File: config.mk
export PLATFORM = sky130hd
export DESIGN_NAME = pnp_card_cfg
export DESIGN_NICKNAME = d
export VERILOG_FILES = /design/src/rtl/pnp_cfg_pkg.sv /design/src/rtl/pnp_key_match.sv /design/src/rtl/pnp_card_fsm.sv /design/src/rtl/pnp_read_mux.sv /design/src/rtl/pnp_card_cfg.sv
export SDC_FILE = /design/constraint.sdc
export NUM_CORES = 1
export LEC_CHECK = 0
export CORE_UTILIZATION = 45
export CTS_CLUSTER_DIAMETER = 60
export DETAILED_ROUTE_END_ITERATION = 10
export PLACE_DENSITY = 0.82
export SYNTH_ARGS = -nofsm -noshare
export SYNTH_HDL_FRONTEND = slang
export SYNTH_SLANG_ARGS = --single-unit
File: constraint.sdc
create_clock -name clk -period 3.5 [get_ports clk]
set_input_delay 0.7 -clock clk [delete_from_list [all_inputs] [get_ports clk]]
set_output_delay 0.7 -clock clk [all_outputs]
set_load 0.02 [all_outputs]
File: src/rtl/pnp_cfg_pkg.sv
package pnp_cfg_pkg;
  localparam logic [15:0] ADDR_PORT = 16'h0279;
  localparam logic [15:0] DATA_PORT = 16'h0A79;

  localparam logic [1:0] ST_WFK   = 2'd0;
  localparam logic [1:0] ST_SLEEP = 2'd1;
  localparam logic [1:0] ST_ISO   = 2'd2;
  localparam logic [1:0] ST_CFG   = 2'd3;

  localparam logic [7:0] REG_RDP  = 8'h00;
  localparam logic [7:0] REG_CTL  = 8'h02;
  localparam logic [7:0] REG_WAKE = 8'h03;
  localparam logic [7:0] REG_RES  = 8'h04;
  localparam logic [7:0] REG_STAT = 8'h05;
  localparam logic [7:0] REG_CSN  = 8'h06;
  localparam logic [7:0] REG_LDN  = 8'h07;

  localparam logic [7:0] KEY_SEED = 8'h6A;

  function automatic logic [7:0] key_next(input logic [7:0] b);
    return {b[0] ^ b[1], b[7:1]};
  endfunction

  function automatic logic [7:0] key_byte(input int idx);
    logic [7:0] b;
    b = KEY_SEED;
    for (int i = 0; i < 64; i++)
      if (i < idx) b = key_next(b);
    return b;
  endfunction

  function automatic logic [15:0] rd_port_of(input logic [7:0] bits);
    return {6'b0, bits, 2'b11};
  endfunction
endpackage

File: src/rtl/pnp_key_match.sv
module pnp_key_match #(
  parameter int KEY_LEN = 32
) (
  input  logic       clk,
  input  logic       rst_n,
  input  logic       armed,
  input  logic       wr_addr,
  input  logic [7:0] wdata,
  output logic       key_done
);
  import pnp_cfg_pkg::*;
  localparam int IDX_W = $clog2(KEY_LEN);
  localparam logic [IDX_W-1:0] LAST = IDX_W'(KEY_LEN - 1);

  logic [IDX_W-1:0] idx;
  logic             hit;

  assign hit      = (wdata == key_byte(int'(idx)));
  assign key_done = armed && wr_addr && hit && (idx == LAST);

  always_ff @(posedge clk) begin
    if (!rst_n || !armed) idx <= '0;
    else if (wr_addr) begin
      if (hit) idx <= (idx == LAST) ? '0 : idx + 1'b1;
      else     idx <= (wdata == KEY_SEED) ? IDX_W'(1) : '0;
    end
  end
endmodule

File: src/rtl/pnp_card_fsm.sv
module pnp_card_fsm #(
  parameter int NUM_LDN = 1,
  parameter int PTR_W   = 8
) (
  input  logic             clk,
  input  logic             rst_n,
  input  logic             key_done,
  input  logic             wr_addr,
  input  logic             wr_data,
  input  logic             rd_res,
  input  logic [7:0]       wdata,
  output logic [1:0]       state,
  output logic [7:0]       csn,
  output logic [7:0]       ldn,
  output logic [7:0]       rdp,
  output logic [7:0]       sel,
  output logic [PTR_W-1:0] ptr,
  output logic             dev_rst
);
  import pnp_cfg_pkg::*;
  logic active;
  assign active = (state == ST_ISO) || (state == ST_CFG);

  always_ff @(posedge clk) begin
    if (!rst_n) begin
      state <= ST_WFK; csn <= '0; rdp <= '0; sel <= '0; ptr <= '0; dev_rst <= 1'b0;
    end else begin
      dev_rst <= 1'b0;
      if (key_done && state == ST_WFK) state <= ST_SLEEP;
      if (wr_addr && state != ST_WFK) sel <= wdata;
      if (rd_res) ptr <= ptr + 1'b1;
      if (wr_data) begin
        case (sel)
          REG_RDP: if (active) rdp <= wdata;
          REG_CTL: if (active) begin
            if (wdata[0]) dev_rst <= 1'b1;
            if (wdata[2]) csn <= '0;
            if (wdata[1]) state <= ST_WFK;
          end
          REG_WAKE: if (state == ST_SLEEP && wdata == csn) begin
            state <= (wdata == 8'h00) ? ST_ISO : ST_CFG;
            ptr   <= '0;
          end
          REG_CSN: begin
            if (state == ST_ISO) begin csn <= wdata; state <= ST_CFG; end
            else if (state == ST_CFG) csn <= wdata;
          end
          default: ;
        endcase
      end
    end
  end

  generate
    if (NUM_LDN > 1) begin : g_multi
      logic [7:0] ldn_q;
      always_ff @(posedge clk) begin
        if (!rst_n) ldn_q <= '0;
        else if (wr_data && sel == REG_LDN && state == ST_CFG && 32'(wdata) < NUM_LDN)
          ldn_q <= wdata;
      end
      assign ldn = ldn_q;
    end else begin : g_single
      assign ldn = 8'h00;
    end
  endgenerate
endmodule

File: src/rtl/pnp_read_mux.sv
module pnp_read_mux (
  input  logic [7:0] sel,
  input  logic [7:0] csn,
  input  logic [7:0] ldn,
  input  logic [7:0] res_data,
  output logic [7:0] dout
);
  import pnp_cfg_pkg::*;
  always_comb begin
    case (sel)
      REG_RES:  dout = res_data;
      REG_STAT: dout = 8'h01;
      REG_CSN:  dout = csn;
      REG_LDN:  dout = ldn;
      default:  dout = 8'h00;
    endcase
  end
endmodule

File: src/rtl/pnp_card_cfg.sv
module pnp_card_cfg #(
  parameter int KEY_LEN = 32,
  parameter int NUM_LDN = 1,
  parameter int PTR_W   = 8
) (
  input  logic             clk,
  input  logic             rst_n,
  input  logic             io_wr,
  input  logic             io_rd,
  input  logic [15:0]      io_addr,
  input  logic [7:0]       io_wdata,
  input  logic [7:0]       res_data,
  output logic [7:0]       rd_data,
  output logic             rd_oe,
  output logic [15:0]      rd_port,
  output logic [1:0]       card_state,
  output logic [7:0]       csn,
  output logic [7:0]       ldn,
  output logic [PTR_W-1:0] res_ptr,
  output logic             dev_rst
);
  import pnp_cfg_pkg::*;

  logic       wr_addr_evt, wr_data_evt, rd_hit, rd_res, key_done;
  logic [7:0] sel_q, rdp_bits, mux_out;

  assign wr_addr_evt = io_wr && (io_addr == ADDR_PORT);
  assign wr_data_evt = io_wr && (io_addr == DATA_PORT);
  assign rd_port     = rd_port_of(rdp_bits);
  assign rd_hit      = io_rd && (io_addr == rd_port) && (card_state == ST_CFG);
  assign rd_res      = rd_hit && (sel_q == REG_RES);
  assign rd_oe       = rd_hit;
  assign rd_data     = rd_hit ? mux_out : 8'h00;

  pnp_key_match #(.KEY_LEN(KEY_LEN)) u_key (
    .clk(clk), .rst_n(rst_n), .armed(card_state == ST_WFK),
    .wr_addr(wr_addr_evt), .wdata(io_wdata), .key_done(key_done));

  pnp_card_fsm #(.NUM_LDN(NUM_LDN), .PTR_W(PTR_W)) u_fsm (
    .clk(clk), .rst_n(rst_n), .key_done(key_done), .wr_addr(wr_addr_evt),
    .wr_data(wr_data_evt), .rd_res(rd_res), .wdata(io_wdata),
    .state(card_state), .csn(csn), .ldn(ldn), .rdp(rdp_bits), .sel(sel_q),
    .ptr(res_ptr), .dev_rst(dev_rst));

  pnp_read_mux u_mux (
    .sel(sel_q), .csn(csn), .ldn(ldn), .res_data(res_data), .dout(mux_out));
endmodule

Word level (Yosys, flattened, before mapping)
Cells that the tools add are included.

operators by class
  add/sub/neg operators = 2
  $lt $le $gt $ge = 31
  eq/ne operators = 18
  mux-type cells = 54
  bitwise gates (word level) = 30
  reductions and logical operators = 23

operators with widths
  cell                                                        count
  two-way mux 8 bit                                           40
  less-than comparator 5 bit (first input constant)           15
  less-than comparator 4 x 5 -> 1 bit (first input constant)  8
  XOR 1 bit                                                   30
  == test 8 x 3 -> 1 bit (second input constant)              3
  case mux 8 bit (3 select lines)                             1
  less-than comparator 3 x 5 -> 1 bit (first input constant)  4
  == test 16 x 10 -> 1 bit                                    1
  == test 16 x 10 -> 1 bit (second input constant)            1
  == test 16 x 12 -> 1 bit (second input constant)            1
  == test 8 x 2 -> 1 bit (second input constant)              2
  == test 8 bit                                               2
  logical NOT 8 bit                                           2
  case mux 8 bit (2 select lines)                             1
  two-way mux 2 bit                                           6
  logical AND 1 bit                                           11
  less-than comparator 1 x 5 -> 1 bit (first input constant)  2
  less-than comparator 2 x 5 -> 1 bit (first input constant)  2
  two-way mux 5 bit                                           2
  adder 8 x 1 -> 8 bit (second input constant)                1
  == test 8 x 7 -> 1 bit (second input constant)              1
  case mux 2 bit (3 select lines)                             1
  adder 5 x 1 -> 5 bit (second input constant)                1
  == test 5 bit (second input constant)                       1
  13 further kinds                                            19

word-level totals
  register bits = 40
  bits of input ports = 36
  output and inout bits = 52
  word-level logic and storage cells = 165

Longest topological paths before layout
Gate-level depths: netlist (run 1).

  word-level depth = 71
  mapped depth = 10
  mapped depth without buffers = 8

Cells and area by module
From an unflattened synthesis (run 1), not the netlist that was laid out.

second synthesis, totals
  cell total of the unflattened synthesis = 415
  area total of the unflattened synthesis = 3459.6 um^2

modules (own cells, without submodules)
  module         times used  cells an instance  area each (um^2)  sequential area each (um^2)
  pnp_card_fsm   1           172                1705.4            700.7
  pnp_key_match  1           162                1172.4            100.1
  pnp_card_cfg   1           52                 346.6             0.0
  pnp_read_mux   1           29                 235.2             0.0

Least setup slack after synthesis (run 1)
Ideal clock, no wire load.

  path kind = input port to output port
  start = input port io_addr[13]
  end = output port rd_data[1]
  arrival = 2.355 ns
  required time = 2.800 ns
  path slack = 0.445 ns
  cell stages on the path = 7
  path buffers = 1
  cell sequence = nor4_1 > nand3b_1 > nor3_1 > nand3_1 > nor4_2 > buf_2 > a22o_1

between the ends
  word-level cells in the longest chain between the ends = 4

RTL lines
  element                         RTL line            source
  from (decl)                     pnp_card_cfg.sv:10  input logic [15:0] io_addr,
  == test 16 x 10 -> 1 bit        pnp_card_cfg.sv:30  assign rd_hit = io_rd && (io_addr == rd_port) && (card_state == ST_CFG);
  logical AND 1 bit (2 in a row)  pnp_card_cfg.sv:30
  two-way mux 8 bit               pnp_card_cfg.sv:33  assign rd_data = rd_hit ? mux_out : 8'h00;
  to (decl)                       pnp_card_cfg.sv:13  output logic [7:0] rd_data,

No other way between the ends.

Worst setup path in the final report (run 1)
  start = input port io_addr[6]
  end = output port rd_data[0]

The elaborated chain is that of the path after synthesis.

==> results of run 1 <==
[worst max-delay path, cell delays in order]
cell and delay [ns]:
clkdlybuf4s50_1 0.43, xor2_1 0.15, nor4_1 0.44, nand3_2 0.20
buf_4 0.18, nor3_1 0.20, dlygate4sd2_1 0.38
[final timing paths]
kind,endpoint,slack [ns],start
min reg2reg,u_fsm.sel[4],0.54,u_fsm.sel[4]
min,u_fsm.sel[4],0.54,u_fsm.sel[4]
max,rd_data[0],0.11,io_addr[6]
max reg2reg,u_key.idx[1],0.50,u_key.idx[0]
[timing repair]
action                                 4_1_cts  5_1_grt
setup endpoints to repair                    9        8
setup buffers                                0        1
endpoints found under the hold margin        0        0
resized for setup                           25        8
pin swaps                                    0        4
[report_power, final]
part	total, uW	internal [uW]	leakage (uW)	switching (uW)
combinational	105	51.7	0.000958	53.8
clock	436	281	0.0000642	155
sequential	455	455	0.000322	0.00112
[cells in the mapped netlist, types with 3 or more instances]
cell type  count  area [sq um]
nor3b_1        5          37.5
buf_4         20           150
o21bai_1       3          22.5
a22o_1        14           123
nand3_1        7          35.0
nand2_1       23          86.3
dfxtp_1       40           801
nand2b_1       4          25.0
buf_2          8          40.0
nor4_1         8          50.1
a21oi_1        9          45.0
xor2_1        23           201
nor3_1         8          40.0
nor2b_1       24           150
o21ai_0       12          60.1
nor2_1        29           109
and2_1         3          18.8
mux2i_1       18           180
xnor2_1        9          78.8
o31ai_1        3          22.5
and3_1         6          37.5
clkbuf_1      11          41.3
nand4_1        8          50.1
a21boi_0       3          22.5
ha_1           3          37.5
a31oi_1        3          18.8
inv_1          6          22.5
o211ai_1       6          45.0
[flip-flops by register name (all words and copies together) (netlist names)]
register and flops:
u_fsm.csn 8, u_fsm.rdp 8, u_fsm.ptr 8, u_key.idx 5, u_fsm.dev_rst 1, u_fsm.sel 8, u_fsm.state 2
[metrics by stage]
step	hold WS, ns	TNS, ns	util	total power, uW
after global placement	0.488	-2.21	0.598	568
after detailed placement	0.515	-3.12	0.598	569
after floorplan	0.473	0	-	527
after CTS	0.532	0	0.624	1000
after global routing	0.558	0	0.618	1030
final	0.537	0	0.618	996
[cells by family (layout without fill, tap and decap cells)]
kind of cell	Yosys count	in the layout
simple gates	142	142
compound gates	74	74
buf+inv	48	100
flops	40	40
xor+xnor	32	32
mux	18	18
fa+ha+maj	3	3
other cells	2	16
[layer usage]
metal	wire length [microns]	track usage	share of wire
met5	0	0	0
met4	55	0.0509	0.0072
met3	755	0.0527	0.099
met2	3500	0.395	0.46
met1	3320	0.307	0.43
[layout make-up]
| type | count | area share |
|---|---|---|
| inverters | 6 | 0.00601 |
| flip-flops and latches | 40 | 0.214 |
| multi-input cells | 285 | 0.508 |
| clock buffers | 5 | 0.0184 |
| repair buffers | 87 | 0.213 |
| well taps | 75 | 0.0251 |
| clock inverters | 2 | 0.0160 |
==> flow_metrics.py, run 1 <==
metrics = {
    "clocking": {
        "cts-hold-fix-buffers": 0,
        "htree_levels": 2,
        "ctsRootBufferMaster": "clkbuf_8",
        "clk_pin_slew_worst_paths_ns": 0.07,
        "clk_latency_ns": 0.29,
        "cts.sinks": 40,
        "cts_inserted_buffers": 5,
        "clk_path_buf_depth": 2,
        "cts_tree": "built",
    },
    "place": {
        "post_dp_cell_area_sq_um": 3630,
        "dp_slack_ns": -0.413,
        "gp_congestion": 0.895,
        "dp_hpwl_microns": 5740,
        "dp_cells": 492,
        "place.port_buffers": 71,
    },
    "timing": {
        "fin_crit_sh": 0.967,
        "period_minus_slack_ns": 3.39,
        "rsz0062_at_grt": "no",
        "maxSlewHeadroom": 0.477,
        "finalHoldViolations": 0,
        "skew_ns": 0.00604,
        "setup_slack_ns": 0.114,
        "drv_slew": 0,
        "worst_pin_slew_ns": 0.783,
        "timing.fmax_mhz": 295,
        "setup_viol": 0,
    },
    "pwr": {
        "power_density_nw_per_um2": 266,
        "ir_drop_uv": 235,
        "p_leak_uw": 0.00134,
    },
    "route": {
        "drt_wl_total_microns": 7630,
        "first_iter_violations": 284,
        "routedWlPerCell_microns": 15.3,
        "ant_nets": 0,
        "drc": 0,
        "vias_per_cell": 5.73,
        "first_pass_iters": 5,
        "via_count": 2867,
    },
    "layout": {
        "antenna_cells": 0,
        "final_cell_mix": "clkdlybuf4s50_1 (62), dfxtp_1 (40), nor2_1 (29), nor2b_1 (24)",
        "nets": 464,
        "drive_gt1_frac": 0.0965,
        "layout_commonest_cell": "clkdlybuf4s50_1",
        "seqCellArea_sq_um": 801,
        "design_area_sq_um": 3750,
        "final_cell_count_no_fill": 500,
        "nFillCells": 553,
        "area_growth_pct": 29.1,
        "multi_input_area_sq_um": 1900,
    },
    "synth": {
        "synth_area_sq_um": 2900,
        "async_reset_ff_frac": 0,
        "synth.avg_cell_area_sq_um": 8.09,
        "synth_fa_ha_area_frac": 0.0129,
        "synth-main-ff-cell": "dfxtp_1",
        "synthSimpleGateAreaFrac": 0.269,
        "ys_warn_count": 0,
        "synth_compound_area_frac": 0.186,
        "synth_edf_count": 0,
        "synth_top_family_by_area": "simple AND/OR/NAND/NOR gates",
        "synthCells": 359,
        "synthMuxAreaShare": 0.0621,
        "yosysSeqAreaShare": 0.276,
        "ys_ff_latch": 40,
        "yosys.cell_types.count": 60,
        "yosys.area_share.xor_xnor": 0.0966,
    },
    "setup_path": {
        "startpoint_type": "input port",
        "rr_worst_depth": 8,
        "cp_max_fo": 3,
        "end_kind": "output pin",
        "cp.arrival_ns": 2.69,
        "path_class": "input port to output pin",
        "required_ns": 2.80,
    },
    "die": {
        "ioPinCount": 88,
        "die_w_microns": 82.3,
        "fp.dieH_microns": 82.3,
        "coreArea_sq_um": 6060,
        "initial_core_util": 0.479,
        "die_area_sq_um": 6780,
        "rows": 28,
    },
    "outcome": {
        "status": "complete, no violations",
    },
    "worst_hold_path": {
        "hold_path.class": "flop to flop",
        "whs_path_depth": 2,
    },
    "flow_run": {
        "maxCapViolCount": 0,
    },
    "global_routing": {
        "grt_pass1_wl_microns": 12300,
        "grt_usage": 0.236,
        "antenna_found_initial": 0,
        "grt_max_degree": 27,
        "overflow": 0,
        "grt_pass1_vias": 2591,
    },
}
Note: power is estimated with default switching activity, not from simulation.
==> inputs of run 2 (changes only) <==
- CORE_ASPECT_RATIO: not set -> 1.2
==> run 2 against run 1 <==
Non-clock buffer count fell by 3; clock power fell by 33%; worst hold slack got worse by 0.022 ns; routed wire length fell by 2.1%; critical path depth rose by 2; die area barely moved; critical path type unchanged; highest routed layer unchanged.
==> flow_metrics.py, run 2 (synthesized netlist as in run 1, its figures left out) <==
metrics = {
    "clocking": {
        "cts.sinks": 40,
        "ctsRootBufferMaster": "clkbuf_8",
        "clk_pin_slew_worst_paths_ns": 0.07,
        "clk_latency_ns": 0.29,
        "htree_levels": 2,
        "cts_inserted_buffers": 5,
        "clk_path_buf_depth": 2,
        "cts_tree": "built",
        "post_cts_buffers": 0,
    },
    "global_routing": {
        "overflow": 0,
        "grt_max_degree": 27,
        "antenna_found_initial": 0,
        "grt_usage": 0.225,
        "grt_pass1_vias": 2547,
        "grt_pass1_wl_microns": 12000,
    },
    "timing": {
        "setup_viol": 0,
        "finalHoldWorstSlack_ns": 0.515,
        "worst_pin_slew_ns": 0.789,
        "setup_slack_ns": 0.202,
        "finalHoldViolations": 0,
        "drv_slew": 0,
        "maxSlewHeadroom": 0.473,
        "rsz0062_at_grt": "no",
        "fin_crit_sh": 0.942,
        "period_minus_slack_ns": 3.30,
        "skew_ns": 0.00385,
        "timing.fmax_mhz": 303,
    },
    "route": {
        "drt_wl_total_microns": 7470,
        "vias_per_cell": 5.57,
        "first_pass_iters": 4,
        "first_iter_violations": 186,
        "ant_nets": 0,
        "drc": 0,
        "via_count": 2809,
        "routedWlPerCell_microns": 14.8,
    },
    "setup_path": {
        "required_ns": 2.80,
        "cp_max_fo": 7,
        "startpoint_type": "input port",
        "path_class": "input port to output pin",
        "end_kind": "output pin",
        "slowest_delay_ns": 0.43,
        "rr_worst_depth": 8,
        "path_cells": "clkdlybuf4s50_1 -> xor2_1 -> nor4_1 -> nand3_1 -> buf_4 -> nor2_1 -> buf_4 -> a22o_1 -> clkbuf_2",
        "crit_top_cell": "buf_4",
        "cp.arrival_ns": 2.60,
        "slowest_stage": "clkdlybuf4s50_1",
    },
    "pwr": {
        "total_power_uw": 851,
        "ir_drop_uv": 169,
        "p_leak_uw": 0.00130,
        "power_density_nw_per_um2": 232,
    },
    "die": {
        "coreArea_sq_um": 6130,
        "die_w_microns": 75.3,
        "rows": 31,
        "fp.dieH_microns": 90.0,
        "die_area_sq_um": 6780,
        "ioPinCount": 88,
        "initial_core_util": 0.474,
    },
    "layout": {
        "final_cell_count_no_fill": 504,
        "final_cell_mix": "clkdlybuf4s50_1 (62), dfxtp_1 (40), nor2_1 (29), nor2b_1 (24)",
        "nets": 461,
        "antenna_cells": 0,
        "area_growth_pct": 26.4,
        "design_area_sq_um": 3670,
        "nFillCells": 566,
        "drive_gt1_frac": 0.0829,
        "layout_commonest_cell": "clkdlybuf4s50_1",
    },
    "place": {
        "dp_hpwl_microns": 5520,
        "dp_slack_ns": -0.265,
        "post_dp_cell_area_sq_um": 3620,
        "gp_congestion": 0.891,
        "dp_cells": 497,
        "place.port_buffers": 71,
    },
    "outcome": {
        "status": "complete, no violations",
    },
    "worst_hold_path": {
        "whs_path_depth": 2,
        "hold_path.class": "flop to flop",
    },
    "flow_run": {
        "maxCapViolCount": 0,
    },
}
==> run 2: worst max-delay path: cells and delay by family <==
family,cells,cell delay [ns]
compound gates,1,0.15
simple gates,3,0.65
xor+xnor,1,0.15
buf+inv,4,0.95
==> run 2: timing repair <==
item | in CTS | in global routing
endpoints found under the hold margin | 0 | 0
setup endpoints to repair | 8 | 8
hold buffers | 0 | 0
pin swaps | 0 | 0
gates resized for setup | 8 | 15
==> run 2: stage by stage <==
| stage | TNS, ns | util |
|---|---|---|
| global placement | -1.64 | 0.591 |
| CTS | 0 | 0.602 |
| global route | 0 | 0.599 |
| detailed placement | -1.87 | 0.591 |
| floorplan | 0 | - |
| finish | 0 | 0.599 |
==> run 2: worst paths after layout <==
kind,from,end,slack (ns)
setup / recovery,io_addr[6],rd_data[6],0.20
hold / removal,u_fsm.sel[5],u_fsm.sel[5],0.51
setup reg to reg,u_key.idx[0],u_key.idx[1],0.49
hold reg to reg,u_fsm.sel[5],u_fsm.sel[5],0.51
==> run 2: power breakdown <==
group          internal, uW  switching [uW]  leakage [uW]  total (uW)
sequential              455         0.00109      0.000322         455
clock                   135             158     0.0000400         293
combinational          50.6            52.9      0.000937         103
==> run 2: final cells by class <==
class                      instances  area, sq um  area share
timing repair buffer              84          774       0.211
tap                               82          103      0.0280
clock buffer                       5         68.8      0.0188
inverter                           6         22.5     0.00614
sequential                        40          801       0.218
multi-input combinational        285         1890       0.514
clock inverter                     2         12.5     0.00341
==> run 2: layer usage <==
layer | part of all wire | up-vias | GRT usage
met5 | 0 | - | 0
met4 | 0.026 | 0 | 0.0802
met3 | 0.055 | 18 | 0.0392
met2 | 0.48 | 105 | 0.362
met1 | 0.44 | 1308 | 0.297
li1 | - | 1378 | -
